File: src/rtl/msr_pkg.sv
package msr_pkg;
    // phase of change detection
    typedef enum logic {
        ST_SETTLE = 1'b0,
        ST_RUN    = 1'b1
    } msr_phase_t;

    localparam int LINES = 4;
    // line index inside the 4-bit vectors
    localparam int IDX_CTS = 0;
    localparam int IDX_DSR = 1;
    localparam int IDX_RI  = 2;
    localparam int IDX_CD  = 3;

    localparam logic ADDR_STATUS = 1'b0;
    localparam logic ADDR_IEN    = 1'b1;

    // interrupt-enable byte bit positions
    localparam int IEN_CTS  = 7;
    localparam int IEN_RTS  = 6;
    localparam int IEN_XOFF = 5;
    localparam int IEN_MS   = 3;
endpackage

File: src/rtl/msr_sync.sv
module msr_sync #(
    parameter int   WIDTH   = 4,
    parameter int   STAGES  = 2,
    parameter logic RST_VAL = 1'b1
) (
    input  logic             clk,
    input  logic             rst_n,
    input  logic [WIDTH-1:0] din,
    output logic [WIDTH-1:0] dout
);
    logic [WIDTH-1:0] pipe [STAGES];

    generate
        for (genvar s = 0; s < STAGES; s++) begin : g_stage
            always_ff @(posedge clk or negedge rst_n) begin
                if (!rst_n) begin
                    pipe[s] <= {WIDTH{RST_VAL}};
                end else if (s == 0) begin
                    pipe[s] <= din;
                end else begin
                    pipe[s] <= pipe[(s == 0) ? 0 : s-1];
                end
            end
        end
    endgenerate

    assign dout = pipe[STAGES-1];
endmodule

File: src/rtl/msr_delta.sv
module msr_delta
    import msr_pkg::*;
#(
    parameter int SETTLE_CYCLES = 3
) (
    input  logic             clk,
    input  logic             rst_n,
    input  logic [LINES-1:0] level,
    input  logic             clr,
    output logic [LINES-1:0] delta,
    output logic             settling
);
    localparam int CW = $clog2(SETTLE_CYCLES + 1);

    msr_phase_t       state_q, state_d;
    logic [CW-1:0]    cnt_q;
    logic [LINES-1:0] prev_q;
    logic [LINES-1:0] event_raw;
    logic [LINES-1:0] event_live;

    // state register
    always_ff @(posedge clk or negedge rst_n) begin
        if (!rst_n) begin
            state_q <= ST_SETTLE;
            cnt_q   <= '0;
        end else begin
            state_q <= state_d;
            if (state_q == ST_SETTLE) cnt_q <= cnt_q + 1'b1;
        end
    end

    // transitions: SETTLE -> RUN after SETTLE_CYCLES edges
    always_comb begin
        state_d = state_q;
        unique case (state_q)
            ST_SETTLE: if (cnt_q == CW'(SETTLE_CYCLES - 1)) state_d = ST_RUN;
            ST_RUN:    state_d = ST_RUN;
        endcase
    end

    // per-line event detection
    generate
        for (genvar i = 0; i < LINES; i++) begin : g_evt
            if (i == IDX_RI) begin : g_rise
                assign event_raw[i] = level[i] & ~prev_q[i];
            end else begin : g_any
                assign event_raw[i] = level[i] ^ prev_q[i];
            end
        end
    endgenerate

    // outputs of the state machine
    always_comb begin
        event_live = '0;
        settling   = 1'b0;
        unique case (state_q)
            ST_SETTLE: settling   = 1'b1;
            ST_RUN:    event_live = event_raw;
        endcase
    end

    always_ff @(posedge clk or negedge rst_n) begin
        if (!rst_n) begin
            prev_q <= '0;
            delta  <= '0;
        end else begin
            prev_q <= level;
            delta  <= (delta & ~{LINES{clr}}) | event_live;
        end
    end
endmodule

File: src/rtl/msr_ien.sv
module msr_ien
    import msr_pkg::*;
(
    input  logic       clk,
    input  logic       rst_n,
    input  logic       wr,
    input  logic [7:0] wdata,
    output logic [7:0] value
);
    localparam logic [7:0] KEEP = 8'((1 << IEN_CTS) | (1 << IEN_RTS) |
                                     (1 << IEN_XOFF) | (1 << IEN_MS));

    always_ff @(posedge clk or negedge rst_n) begin
        if (!rst_n) value <= '0;
        else if (wr) value <= wdata & KEEP;
    end
endmodule

File: src/rtl/modem_status_unit.sv
module modem_status_unit
    import msr_pkg::*;
#(
    parameter int SYNC_STAGES = 2
) (
    input  logic       clk,
    input  logic       rst_n,
    input  logic       cts_n,
    input  logic       dsr_n,
    input  logic       ri_n,
    input  logic       cd_n,
    input  logic       loop_en,
    input  logic [3:0] mcr,
    input  logic       reg_rd,
    input  logic       reg_wr,
    input  logic       reg_addr,
    input  logic [7:0] reg_wdata,
    output logic [7:0] reg_rdata,
    output logic       modem_irq,
    output logic       cts_irq_en,
    output logic       rts_irq_en,
    output logic       xoff_irq_en
);
    localparam int SETTLE_CYCLES = SYNC_STAGES + 1;

    logic [LINES-1:0] pins_n, pins_sync_n, loop_lvl, level;
    logic [LINES-1:0] delta_q;
    logic [7:0]       ien_q;
    logic             settling;
    logic             rd_status;

    assign pins_n = {cd_n, ri_n, dsr_n, cts_n};

    msr_sync #(.WIDTH(LINES), .STAGES(SYNC_STAGES), .RST_VAL(1'b1)) u_sync (
        .clk(clk), .rst_n(rst_n), .din(pins_n), .dout(pins_sync_n)
    );

    // loop-back routing of control bits to lines
    assign loop_lvl[IDX_CTS] = mcr[1];
    assign loop_lvl[IDX_DSR] = mcr[0];
    assign loop_lvl[IDX_RI]  = mcr[2];
    assign loop_lvl[IDX_CD]  = mcr[3];

    assign level     = loop_en ? loop_lvl : ~pins_sync_n;
    assign rd_status = reg_rd && (reg_addr == ADDR_STATUS);

    msr_delta #(.SETTLE_CYCLES(SETTLE_CYCLES)) u_delta (
        .clk(clk), .rst_n(rst_n), .level(level), .clr(rd_status),
        .delta(delta_q), .settling(settling)
    );

    msr_ien u_ien (
        .clk(clk), .rst_n(rst_n),
        .wr(reg_wr && (reg_addr == ADDR_IEN)),
        .wdata(reg_wdata), .value(ien_q)
    );

    assign reg_rdata   = (reg_addr == ADDR_STATUS) ? {level, delta_q} : ien_q;
    assign modem_irq   = ien_q[IEN_MS] & (|delta_q);
    assign cts_irq_en  = ien_q[IEN_CTS];
    assign rts_irq_en  = ien_q[IEN_RTS];
    assign xoff_irq_en = ien_q[IEN_XOFF];
endmodule

File: config.mk
export PLATFORM = sky130hd
export DESIGN_NAME = modem_status_unit
export DESIGN_NICKNAME = d
export VERILOG_FILES = /design/src/rtl/msr_pkg.sv /design/src/rtl/msr_sync.sv /design/src/rtl/msr_delta.sv /design/src/rtl/msr_ien.sv /design/src/rtl/modem_status_unit.sv
export SDC_FILE = /design/constraint.sdc
export NUM_CORES = 1
export LEC_CHECK = 0
export BUFFER_PORTS_ARGS = -buffer_cell sky130_fd_sc_hd__buf_2
export CORE_UTILIZATION = 47
export DETAILED_ROUTE_END_ITERATION = 16
export GPL_ROUTABILITY_DRIVEN = 0
export MAX_ROUTING_LAYER = met4
export PLACE_DENSITY = 0.76
export SLEW_MARGIN = 20
export SYNTH_ARGS = -nofsm -noshare
export SYNTH_HDL_FRONTEND = slang
export SYNTH_SLANG_ARGS = --single-unit
File: constraint.sdc
create_clock -name clk -period 1.1 [get_ports clk]
set_input_delay 0 -clock clk [delete_from_list [all_inputs] [get_ports clk]]
set_output_delay 0 -clock clk [all_outputs]
set_load 0.01 [all_outputs]
# After elaboration in Yosys (flattened, before gate mapping)
# Cells that the tools add are included.
[totals] output_inout_bits=12 register_bits=23 word_cells=29 inputBits=22
[op_classes] eq_ne=1 addsub=1 muxes=5 bitwise=12 n_reduce_logical=3
[op_table] cell="$mux W4" n=2
[op_table] cell="$mux W8" n=1
[op_table] cell="$not A4 Y4" n=2
[op_table] cell="$and A4 B4 Y4" n=1
[op_table] cell="$or A4 B4 Y4" n=1
[op_table] cell="$reduce_or A4 Y1" n=1
[op_table] cell="$not A1 Y1" n=3
[op_table] cell="$xor A1 B1 Y1" n=3
[op_table] cell="$add A2 B1 Y2 const B" n=1
[op_table] cell="$and A1 B1 Y1" n=2
[op_table] cell="$eq A2 B2 Y1 const B" n=1
[op_table] cell="$logic_and A1 B1 Y1" n=2
[op_table] cell="$pmux W1 S2" n=1
[op_table] cell="$mux W1" n=1

# Longest topological paths before layout
# Gate-level depths: netlist of the first run.
[logic_depth] depth_word=5 depth_mapped=5 depth_no_buf=4

# By module
# A second synthesis of the first run with hierarchy kept.
[unflattened] cells_unflattened=82 hier_area_um2=1008.5
[by_module_without_submodules] module="msr_delta" cells_per_inst=28 area_each_um2=400.4 instances=1 seq_area_each_um2=275.3
[by_module_without_submodules] module="msr_sync" cells_per_inst=12 area_each_um2=240.2 instances=1 seq_area_each_um2=210.2
[by_module_without_submodules] module="modem_status_unit" cells_per_inst=29 area_each_um2=188.9 instances=1 seq_area_each_um2=0.0
[by_module_without_submodules] module="msr_ien" cells_per_inst=13 area_each_um2=178.9 instances=1 seq_area_each_um2=100.1

# Worst setup path before layout of the first run
# OpenSTA, ideal clock, no wires.
[synth_timing] kind="register -> register" startpoint="register u_sync.pipe (netlist bit u_sync.dout[0])" endpoint="register u_delta.delta[0]" synth_period_minus_slack_ps=987 setup_ps=104 t_arrival_ps=883 required_time_ps=996 setup_slack_ps=113 n_path_buf=0 path_stages_with_launch=4 cell_sequence="dfstp_2 > nor2b_1 > o211ai_1 > o311ai_1"
[synth_via] elab_chain_cells=5
[synth_lines] element="start, declared" line="msr_sync.sv:11" rtl="logic [WIDTH-1:0] pipe [STAGES];"
[synth_lines] element="start signal, assigned by index" line="msr_sync.sv:17" rtl="pipe[s] <= {WIDTH{RST_VAL}};"
[synth_lines] element="start signal, assigned by index" line="msr_sync.sv:19" rtl="pipe[s] <= din;"
[synth_lines] element="start signal, assigned by index" line="msr_sync.sv:21" rtl="pipe[s] <= pipe[(s == 0) ? 0 : s-1];"
[synth_lines] element="$not A4 Y4" line="modem_status_unit.sv:44" rtl="assign level = loop_en ? loop_lvl : ~pins_sync_n;"
[synth_lines] element="$mux W4" line="modem_status_unit.sv:44"
[synth_lines] element="$xor A1 B1 Y1" line="msr_delta.sv:47" rtl="assign event_raw[i] = level[i] ^ prev_q[i];"
[synth_lines] element="$mux W4" line="msr_delta.sv:56" rtl="unique case (state_q)"
[synth_lines] element="$or A4 B4 Y4" line="msr_delta.sv:68" rtl="delta <= (delta & ~{LINES{clr}}) | event_live;"
[synth_lines] element="end signal, assigned" line="msr_delta.sv:68"
[synth_lines] element="end, declared" line="msr_delta.sv:10" rtl="output logic [LINES-1:0] delta,"
# Every way passes these cells.
# A chain may end at the register's enable or synchronous reset.

# Worst setup path in the final report of the first run
[layout_timing] startpoint="register u_sync.pipe (netlist bit u_sync.dout[1])" endpoint="output port reg_rdata[5]"
[layout_via] elab_chain_cells=3
[layout_lines] element="$not A4 Y4" line="modem_status_unit.sv:44"
[layout_lines] element="$mux W4" line="modem_status_unit.sv:44"
[layout_lines] element="named net level[1]" line="modem_status_unit.sv:26" rtl="logic [LINES-1:0] pins_n, pins_sync_n, loop_lvl, level;"
[layout_lines] element="$mux W8" line="modem_status_unit.sv:58" rtl="assign reg_rdata = (reg_addr == ADDR_STATUS) ? {level, delta_q} : ien_q;"
[layout_lines] element="end, declared" line="modem_status_unit.sv:18" rtl="output logic [7:0] reg_rdata,"
# The timed path passes the listed nets, and every way through them passes these cells.

==> results of run 1 <==
==> routing by layer <==
metal  wire [um]  up-vias  share of wire (%)  global-route usage, %
li1            -      354                  -                      -
met1         691      339                 40                  20.65
met2         953       18                 55                  33.06
met3          67        2                3.9                  5.769
met4          14        0               0.81                  6.857
met5           0        -                  0                      -
==> through the flow <==
step / total power, mW / instance area (um2) / util, %
after floorplan: 1.133 / 947.2 / -
after global placement: 1.248 / 1115 / 61.88
after detailed placement: 1.258 / 1115 / 61.88
after CTS: 1.727 / 1331 / 73.89
after global routing: 1.838 / 1366 / 75.83
final: 1.729 / 1366 / 75.83
==> state kept, by name (all words and copies together) (netlist names) <==
name	count
u_delta.cnt_q	2
u_delta.delta	4
u_delta.prev_q	4
u_delta.state_q	1
u_ien.value	4
u_sync.dout	4
u_sync.pipe	4
==> cell families (layout without fill, tap and decap cells) <==
family / count (synthesis) / after routing / synth area share (%)
AND/OR/NAND/NOR: 24 / 24 / 13.87
flip-flops: 23 / 23 / 61.82
AO/OA/AOI/OAI: 10 / 10 / 8.454
multiplexers: 8 / 8 / 9.512
buffers and inverters: 7 / 58 / 4.095
adder cells (fa/ha/maj): 1 / 1 / 1.321
XOR/XNOR: 1 / 1 / 0.9249
==> placed cells by master (no fill, tap or decap), drive strengths merged <==
cell and count:
dfstp 8, nor2 3, a32o 1, nand4b 2, dlygate4sd3 10, buf 40, nand2 8, clkbuf 4
inv 4, nor2b 5, or2 1, dfrtp 15, xnor2 1, o211ai 3, o21ai 2, nor3 1
o41a 1, mux2 8, nand2b 4, ha 1, a21oi 2, o311ai 1
==> what timing repair did <==
| item | 4_1_cts | 5_1_grt |
|---|---|---|
| gates resized for setup | 4 | 6 |
| gates cloned | 0 | 0 |
| hold endpoints to repair | 34 | 1 |
| setup buffers | 9 | 1 |
| endpoints found under the setup margin | 6 | 11 |
| pin swaps | 1 | 1 |
==> power breakdown <==
group | switching (mW) | internal, mW | leakage [nW]
registers | 0.0362 | 0.924 | 0.247
logic | 0.161 | 0.246 | 0.387
clock network | 0.221 | 0.141 | 0.0150
==> layout make-up <==
class,count,area share (%)
multi-input combinational,44,24.73
clock buffer,4,1.923
tap,25,2.289
sequential,23,42.86
timing repair buffer,50,27.11
inverter,4,1.099
==> path summary, 6_finish.rpt <==
check | from | end | slack [ps] | cells past startpoint
min in group asynchronous | rst_n | u_ien.value[5] | 180 | 2
min | mcr[3] | u_delta.prev_q[3] | -60 | 3
max in group asynchronous | rst_n | u_sync.pipe[4] | 570 | 2
max reg2reg | u_sync.dout[1] | u_delta.delta[1] | -300 | 8
max | u_sync.dout[1] | reg_rdata[5] | -360 | 5
min reg2reg | u_sync.pipe[4] | u_sync.dout[0] | 360 | 0
==> critical path: stages (launching register included) <==
cell and delay [ps]:
sky130_fd_sc_hd__dfstp_2 550, sky130_fd_sc_hd__nor2_2 50, sky130_fd_sc_hd__a21oi_2 140, sky130_fd_sc_hd__inv_2 50
sky130_fd_sc_hd__mux2_2 260, sky130_fd_sc_hd__buf_6 120
==> metrics.txt, run 1 <==
Avg Vias per Cell=roughly 4.8; overflow left after global routing=0; clock buffer depth=2; Static Leakage=0.6487 nW; number of nets in the finished design=between 100 and 150; Reg area=~600 um2; final worst hold slack=-63.46 ps; Setup TNS Final=-1570 ps; Post-synth EDFFs=0; initial antenna violation count=0; Post-Route Skew=around 1.4 ps; CTS sink count=23; total clock buffers created by CTS=3; Mapped Nets=between 90 and 100; unrepaired setup endpoints after global routing=true; ys flop type=sky130_fd_sc_hd__dfrtp_1; share of synthesized registers carrying an async set or reset=100.0%; Clk Latency, worst-skew pair=roughly 290 ps; clock slew seen by the registers of the worst setup and hold paths=approximately 110 ps; failing checks=hold timing, setup timing; Cell Rows=15; Max Cap Viol=0; number of nets with antenna violations after detailed routing=0; worst min-delay path class=input port to register; Crit. End Element=output port; Routed Wire Length=between 1.5 and 2 mm; synthesized area=around 950 um2; number of primary I/O pins=34; warnings from Yosys=0; final setup vio count=7; synthesized area per cell=12.80 um2; fraction of the yosys area taken by sequential cells=between 60% and 70%; GR Util All Layers=between 10% and 20%; horizontal die dimension=about 47 um; Arrival @ worst endpoint=approximately 1500 ps; die outline area=~0.0022 mm2; clock period minus worst slack=about 1500 ps; number of library cell types mapped by synthesis=25; TritonCTS clock tree=yes; most common library cells after synthesis=sky130_fd_sc_hd__dfrtp_1 (15), sky130_fd_sc_hd__dfstp_2 (8), sky130_fd_sc_hd__mux2_2 (8), sky130_fd_sc_hd__nand2_1 (8), sky130_fd_sc_hd__nor2b_1 (5); start-to-end type of the worst setup path=register to output port; power density over cell area=around 1300 mW/mm2; leading cell types by total area after synthesis=sky130_fd_sc_hd__dfrtp_1 (40%), sky130_fd_sc_hd__dfstp_2 (22%), sky130_fd_sc_hd__mux2_2 (9.5%); first-pass GRT wire length=between 2 and 3 mm; most area-hungry cell type in the Yosys netlist=sky130_fd_sc_hd__dfrtp_1; multi-input combinational cell area=between 300 and 400 um2; Routed wire per std cell=~12 um; fraction of final layout cells with drive strength greater than 1=between 50% and 60%; Area growth syn-to-layout=44.25%; core outline area=0.001802 mm2; Post-CTS Hold Buffers=10; post-route fraction of the period consumed by the critical path=132.7%; flop and latch count out of synthesis=23; placed cells=127; antenna fix cells=0; outcome=finished with violations; Final HPWL DP=1.087 mm; filler-free cell count of the finished design=150; f_max=around 690 MHz; DIE HEIGHT=about 47 um; first-pass detailed-route iteration total=3; via count of the first global-routing pass=around 670; fill cell count=around 130; Crit path required time=roughly 1100 ps; pre-CTS setup slack=-33.48 ps; cell at the root of the clock tree=sky130_fd_sc_hd__clkbuf_4; final-report hold violation count=2; buffers added on ports=29; setup slack of the critical path after layout=-359.2 ps; most frequent cell after synthesis=sky130_fd_sc_hd__dfrtp_1; sort of element at the start of the critical path=register; CTS HTree Levels=1; share of Yosys cell area claimed by the top area cell type=about two fifths; starting density of the core=a little over half; cell count after synthesis=74; highest fanout seen on the critical path=2; actual slew at the worst max-slew pin=478.3 ps; DRC=0; number of pins with negative max-slew slack in the final report=0; worst relative slew slack=68.12%; pin count of the biggest net entering global routing=24; worst vdd ir=~1.2 mV; total vias in the final route=about 710; initial detailed-routing violation count=1
(Power assumes the default switching activity.)
==> inputs of run 2 (changes only) <==
--- a/config.mk
+++ b/config.mk
@@ -6,11 +6,11 @@
 export NUM_CORES = 1
 export LEC_CHECK = 0
 export BUFFER_PORTS_ARGS = -buffer_cell sky130_fd_sc_hd__buf_2
-export CORE_UTILIZATION = 47
+export CORE_UTILIZATION = 51
 export DETAILED_ROUTE_END_ITERATION = 16
 export GPL_ROUTABILITY_DRIVEN = 0
 export MAX_ROUTING_LAYER = met4
-export PLACE_DENSITY = 0.76
+export PLACE_DENSITY = 0.82
 export SLEW_MARGIN = 20
 export SYNTH_ARGS = -nofsm -noshare
 export SYNTH_HDL_FRONTEND = slang
==> constraint.sdc (replaced) <==
create_clock -name clk -period 1.8 [get_ports clk]
set_input_delay 0 -clock clk [delete_from_list [all_inputs] [get_ports clk]]
set_output_delay 0 -clock clk [all_outputs]
set_load 0.01 [all_outputs]
==> run 2 against run 1 <==
  * Setup slack better by 680 ps
  * Hold slack gained 140 ps
  * Critical path depth unchanged
  * Non-clock buffer count fell by 8
  * Largest cell class unchanged
  * The run now ends clean
==> metrics.txt, run 2 (synthesis results as in run 1) <==
outcome=finished clean; DIE HEIGHT=45.10 um (-3.8%); endpoint of the worst-slack reg-to-reg timing path=u_delta.delta[0]; highest fanout seen on the critical path=2 (unchanged); Crit. End Element=output port; final setup vio count=0 (-7); clock buffer depth=2 (unchanged); Crit path required time=1800 ps (+700 ps); Resized Gates After CTS=0 (-4); worst-case register-to-register setup slack=700 ps (+1000 ps); number of nets with antenna violations after detailed routing=0 (unchanged); Clk Latency, worst-skew pair=300 ps (about the same); Avg Vias per Cell=4.866 (+2.4%); first-pass GRT wire length=2.739 mm (+0.26%); Endpoint, Worst Hold=u_delta.prev_q[3]; Routed wire per std cell=12.14 um (+5.4%); Max Cap Viol=0 (unchanged); number of nets in the finished design=141 (-5.4%); fraction of final layout cells with drive strength greater than 1=47.86% (-6.5 points); start-to-end type of the worst setup path=register to output port; post-route fraction of the period consumed by the critical path=82.03%; CTS HTree Levels=1 (unchanged); Cell Rows=15 (unchanged); launching point of the worst reg2reg path=u_sync.dout[0]; overflow left after global routing=0 (unchanged); CTS sink count=23 (unchanged); TritonCTS clock tree=yes; hold depth=3 (unchanged); f_max=677.3 MHz; post-CTS setup repair buffer count=0 (-9); Setup TNS Final=0 ps (+1570 ps); Routed Wire Length=1.724 mm (-0.23%); horizontal die dimension=45.10 um (-3.8%); worst relative slew slack=68.41% (+0.30 points); starting density of the core=54.86% (+2.3 points); initial antenna violation count=0 (unchanged); GR Util All Layers=19.91% (+0.78 points); setup slack of the critical path after layout=323.5 ps (+682.7 ps); die outline area=0.002034 mm2 (-7.5%); Layout Cell Area excl Fill=0.001257 mm2 (-8.0%); clock slew seen by the registers of the worst setup and hold paths=130 ps (+20 ps); Post-CTS Hold Buffers=13 (+3); power density over cell area=798.8 mW/mm2 (-37%); pre-CTS setup slack=654.1 ps (+687.6 ps); final core area utilization=72.83% (-3.0 points); worst min-delay path class=input port to register; Arrival @ worst endpoint=1480 ps (+20 ps); number of pins with negative max-slew slack in the final report=0 (unchanged); post-place instance area=0.001100 mm2 (-1.3%); DRC=0 (unchanged); number of primary I/O pins=34 (unchanged); worst reg2reg path depth=3 (-5); most frequent standard cell in the layout excluding fill and tap cells=sky130_fd_sc_hd__buf_2; initial detailed-routing violation count=7 (+6); most frequent cells in the layout=sky130_fd_sc_hd__buf_2 (29), sky130_fd_sc_hd__dfrtp_1 (15), sky130_fd_sc_hd__dlygate4sd3_1 (13); core outline area=0.001727 mm2 (-4.2%); Area growth syn-to-layout=32.76%; clock period minus worst slack=~1500 ps; unrepaired setup endpoints after global routing=false; sort of element at the start of the critical path=register; cell at the root of the clock tree=sky130_fd_sc_hd__clkbuf_4; worst hold start=loop_en; total clock buffers created by CTS=3 (unchanged); final-report hold violation count=0 (-2); actual slew at the worst max-slew pin=473.8 ps (-4.438 ps); Post-Route Skew=8.963 ps (+7.588 ps); first-pass detailed-route iteration total=5 (+2); worst vdd ir=0.8164 mV (-34%); pin count of the biggest net entering global routing=24 (unchanged); Static Leakage=0.5815 nW (-10%); buffers added on ports=29 (unchanged); antenna fix cells=0 (unchanged); Final HPWL DP=1.181 mm (+8.6%); total vias in the final route=691 (-3.1%); via count of the first global-routing pass=663 (-0.90%)
==> run 2: changes by cell type in the layout (fill, tap and decap cells not counted), sizes merged <==
cell	delta
clkinv	+1
dlygate4sd3	+3
buf	-11
clkbuf	-1
==> run 2: per-layer routing <==
metal | track usage, % | routed length (um) | vias to the layer above
li1 | - | - | 334
met1 | 21.60 | 647 | 332
met2 | 34.78 | 978 | 21
met3 | 4.400 | 64 | 4
met4 | 8.485 | 34 | 0
met5 | - | 0 | -
==> run 2: layout make-up <==
type	count	area [um2]
repair buffers	42	275.3
multi-input cells	44	322.8
inverters	4	15.01
fillers	133	469.2
flip-flops and latches	23	585.6
well taps	25	31.28
clock inverters	1	5.005
clock buffers	3	22.52
==> run 2: worst max path at each step <==
stage | from | endpoint | slack (ps) | cells after the start
after floorplan | u_sync.dout[0] | u_delta.delta[0] | 810 | 3
after global placement | u_sync.dout[1] | reg_rdata[5] | 680 | 5
after detailed placement | u_sync.dout[1] | reg_rdata[5] | 650 | 5
after CTS | u_sync.dout[1] | reg_rdata[5] | 310 | 5
after global routing | u_sync.dout[1] | reg_rdata[5] | 250 | 5
final | u_sync.dout[3] | reg_rdata[7] | 320 | 5
==> run 2: worst max-delay path, cell delays in order (launching register included) <==
cell and delay [ps]:
sky130_fd_sc_hd__dfstp_2 550, sky130_fd_sc_hd__nor2_2 40, sky130_fd_sc_hd__a21oi_2 150, sky130_fd_sc_hd__inv_2 50, sky130_fd_sc_hd__mux2_2 250, sky130_fd_sc_hd__buf_2 140
==> run 2: where the power goes <==
group,internal [mW],switching [mW],leakage (nW)
Sequential,0.565,0.0238,0.247
Combinational,0.102,0.0872,0.317
Clock,0.0826,0.143,0.0177
Total,0.750,0.254,0.581
==> run 2: through the flow <==
step | hold WS [ps] | power (mW) | cells
2_1_floorplan | -295.6 | 0.6924 | 74
3_3_place_gp | -18.14 | 0.7568 | 125
3_5_place_dp | -11.49 | 0.7665 | 125
4_1_cts | 59.34 | 1.014 | 142
5_1_grt | 65.95 | 1.055 | 142
6_report | 74.29 | 1.004 | 142
==> inputs of run 3 (changes only) <==
--- a/config.mk
+++ b/config.mk
@@ -6,11 +6,11 @@
 export NUM_CORES = 1
 export LEC_CHECK = 0
 export BUFFER_PORTS_ARGS = -buffer_cell sky130_fd_sc_hd__buf_2
-export CORE_UTILIZATION = 51
+export CORE_UTILIZATION = 42
 export DETAILED_ROUTE_END_ITERATION = 16
 export GPL_ROUTABILITY_DRIVEN = 0
 export MAX_ROUTING_LAYER = met4
-export PLACE_DENSITY = 0.82
+export PLACE_DENSITY = 0.72
 export SLEW_MARGIN = 20
 export SYNTH_ARGS = -nofsm -noshare
 export SYNTH_HDL_FRONTEND = slang
==> constraint.sdc (replaced) <==
create_clock -name clk -period 1.31 [get_ports clk]
set_input_delay 0 -clock clk [delete_from_list [all_inputs] [get_ports clk]]
set_output_delay 0 -clock clk [all_outputs]
set_load 0.01 [all_outputs]
==> run 3 against run 2 <==
  * The flow now finishes with violations (setup timing)
  * Global-route usage down 3.2 points
  * Flip-flop and latch count unchanged
  * First-iteration DRC count up 43%
  * Routed wire length up 13%
  * Final area up 4.8%
  * Via count up 3.2%
  * Die area up 20%
  * Combinational power up 57%
  * Critical path type unchanged
  * Largest cell class unchanged
==> metrics.txt, run 3 (synthesis results as in run 1) <==
outcome=finished with violations; failing checks=setup timing; TritonCTS clock tree=yes; Routed wire per std cell=13.13 um (+8.1%); clock buffer depth=2 (unchanged); horizontal die dimension=49.49 um (+9.7%); starting density of the core=46.38% (-8.5 points); worst setup path endpoint=reg_rdata[7]; via count of the first global-routing pass=700 (+5.6%); cell at the root of the clock tree=sky130_fd_sc_hd__clkbuf_4; Arrival @ worst endpoint=1500 ps (+20 ps); most frequent cells in the layout=sky130_fd_sc_hd__buf_2 (27), sky130_fd_sc_hd__dfrtp_1 (15), sky130_fd_sc_hd__dlygate4sd3_1 (13), sky130_fd_sc_hd__nand2_1 (8), sky130_fd_sc_hd__dfstp_2 (8); Crit. End Element=output port; fill cell count=171 (+29%); CTS HTree Levels=1 (unchanged); cell family with the largest share of critical-path delay=flip-flops; number of primary I/O pins=34 (unchanged); Post-Route Skew=14.81 ps (+5.848 ps); clock share of power=22.8% (+0.3 points); die outline area=0.002449 mm2 (+20%); antenna fix cells=0 (unchanged); launching point of the worst reg2reg path=u_sync.dout[1]; initial antenna violation count=0 (unchanged); number of nets with antenna violations after detailed routing=0 (unchanged); wire length on met3=47 um (-27%); CTS sink count=23 (unchanged); total vias in the final route=713 (+3.2%); unrepaired setup endpoints after global routing=true; Routed Wire Length=1.956 mm (+13%); most frequent standard cell in the layout excluding fill and tap cells=sky130_fd_sc_hd__buf_2; first-pass detailed-route iteration total=4 (-1); sort of element at the start of the critical path=register; Setup TNS Final=-433.1 ps (-433.1 ps); placed cells=127 (+1.6%); Static Leakage=0.6176 nW (+6.2%); total clock buffers created by CTS=3 (unchanged); worst reg2reg path depth=5 (+2); top metal layer carrying routed signals=met4; combinational share of power=20.8% (+1.9 points); initial detailed-routing violation count=10 (+3); switching power total=0.3774 mW (+48%); Internal Power=1.059 mW (+41%); worst-path cell with the longest stage delay=sky130_fd_sc_hd__dfstp_2; Crit path required time=1310 ps (-490 ps); buffers added on ports=29 (unchanged); sum of buffers and inverters on the critical path=2 (unchanged); Avg Vias per Cell=4.785 (-1.7%); GR Util All Layers=16.76% (-3.2 points); Max Cap Viol=0 (unchanged); first-pass GRT wire length=2.967 mm (+8.3%); actual slew at the worst max-slew pin=483.0 ps (+9.188 ps); overflow left after global routing=0 (unchanged); fraction of final layout cells with drive strength greater than 1=50.00% (+2.1 points); share of total power consumed by net switching=26.27% (+0.93 points); DRC=0 (unchanged); worst relative slew slack=67.80% (-0.61 points); Area growth syn-to-layout=39.10%; Clk Latency, worst-skew pair=310 ps (about the same); number of pins with negative max-slew slack in the final report=0 (unchanged); DIE HEIGHT=49.49 um (+9.7%); number of cells on the critical path=5 (unchanged); worst min-delay path class=input port to register; met2 layer wire length in the routed design=1.034 mm (+5.7%); highest fanout seen on the critical path=2 (unchanged); final worst hold slack=52.44 ps (-21.85 ps); critical-path cell list=nor2_2 -> a21oi_2 -> inv_2 -> mux2_4 -> buf_6; setup slack of the critical path after layout=-187.4 ps (-510.9 ps); post-route fraction of the period consumed by the critical path=114.3%; filler-free cell count of the finished design=149 (+4.9%); sequential cell fraction of total power=56.4% (-2.2 points); Cell Rows=16 (+1); pin count of the biggest net entering global routing=24 (unchanged); wl on met1=824 um (+27%); clock slew seen by the registers of the worst setup and hold paths=140 ps (about the same); power density over cell area=1090 mW/mm2 (+37%); worst-case register-to-register setup slack=170 ps (-530 ps); Critical path origin=u_sync.dout[3]; clock period minus worst slack=~1500 ps; worst vdd ir=0.7629 mV (-6.5%); final setup vio count=4 (+4); delay contributed by the slowest stage of the critical path=550 ps (about the same); number of nets in the finished design=146 (+3.5%); f_max=approximately 670 MHz; start-to-end type of the worst setup path=register to output port; endpoint of the worst-slack reg-to-reg timing path=u_delta.delta[1]; final-report hold violation count=0 (unchanged); core outline area=0.002042 mm2 (+18%)
run 3: cell types whose count changed in the layout (fill, tap and decap cells not counted), sizes merged:
cell  before  now
buf       29   34
run 3: worst min-delay path by stage:
stage,start,to,depth (start not counted)
after global routing,reg_rd,u_delta.delta[3],4
after detailed placement,rst_n,u_ien.value[5],1
final,reg_rd,u_delta.delta[3],4
after global placement,rst_n,u_ien.value[5],1
after CTS,reg_rd,u_delta.delta[0],4
after floorplan,rst_n,u_delta.cnt_q[0],0
run 3: layer usage:
metal	up-vias	GRT usage, %
met4	0	8.571
met1	341	18.55
met5	-	-
met3	6	2.778
met2	20	29.00
li1	346	-
run 3: metrics by stage:
step / utilization (%) / power, mW / worst slack (ps) / instance area, um2
after floorplan: - / 0.9514 / 323.4 / 947.2
after global placement: 53.98 / 1.042 / 196.3 / 1102
after detailed placement: 53.98 / 1.050 / 170.4 / 1102
after CTS: 63.05 / 1.415 / -167.7 / 1287
after global routing: 64.52 / 1.507 / -255.0 / 1318
final: 64.52 / 1.437 / -187.4 / 1318
run 3: final cells by class:
class	instances	area [um2]	share of cell area, %
clock buffers	3	22.52	1.709
clock inverters	1	5.005	0.3799
inverters	4	15.01	1.140
multi-input cells	44	330.3	25.07
flip-flops and latches	23	585.6	44.44
well taps	27	33.78	2.564
repair buffers	47	325.3	24.69
run 3: worst register-to-register path: stages, from the launching register on:
cell,delay (ps)
sky130_fd_sc_hd__dfstp_2,540
sky130_fd_sc_hd__nor2_2,40
sky130_fd_sc_hd__a21oi_2,150
sky130_fd_sc_hd__buf_4,130
sky130_fd_sc_hd__buf_4,90
sky130_fd_sc_hd__o211ai_1,80
run 3: power by group through the flow:
stage / sequential, mW / combinational (mW) / clock (mW)
after floorplan: 0.820 / 0.131 / 0
after global placement: 0.817 / 0.225 / 0
after detailed placement: 0.820 / 0.231 / 0
after CTS: 0.807 / 0.279 / 0.329
after global routing: 0.817 / 0.322 / 0.368
final: 0.810 / 0.299 / 0.328
run 3: timing repair:
action,in CTS,in global routing
resized for setup,2,2
pin swaps,0,1
endpoints found under the setup margin,4,5
hold endpoints to repair,35,0
setup buffers,2,3
hold buffers,13,0
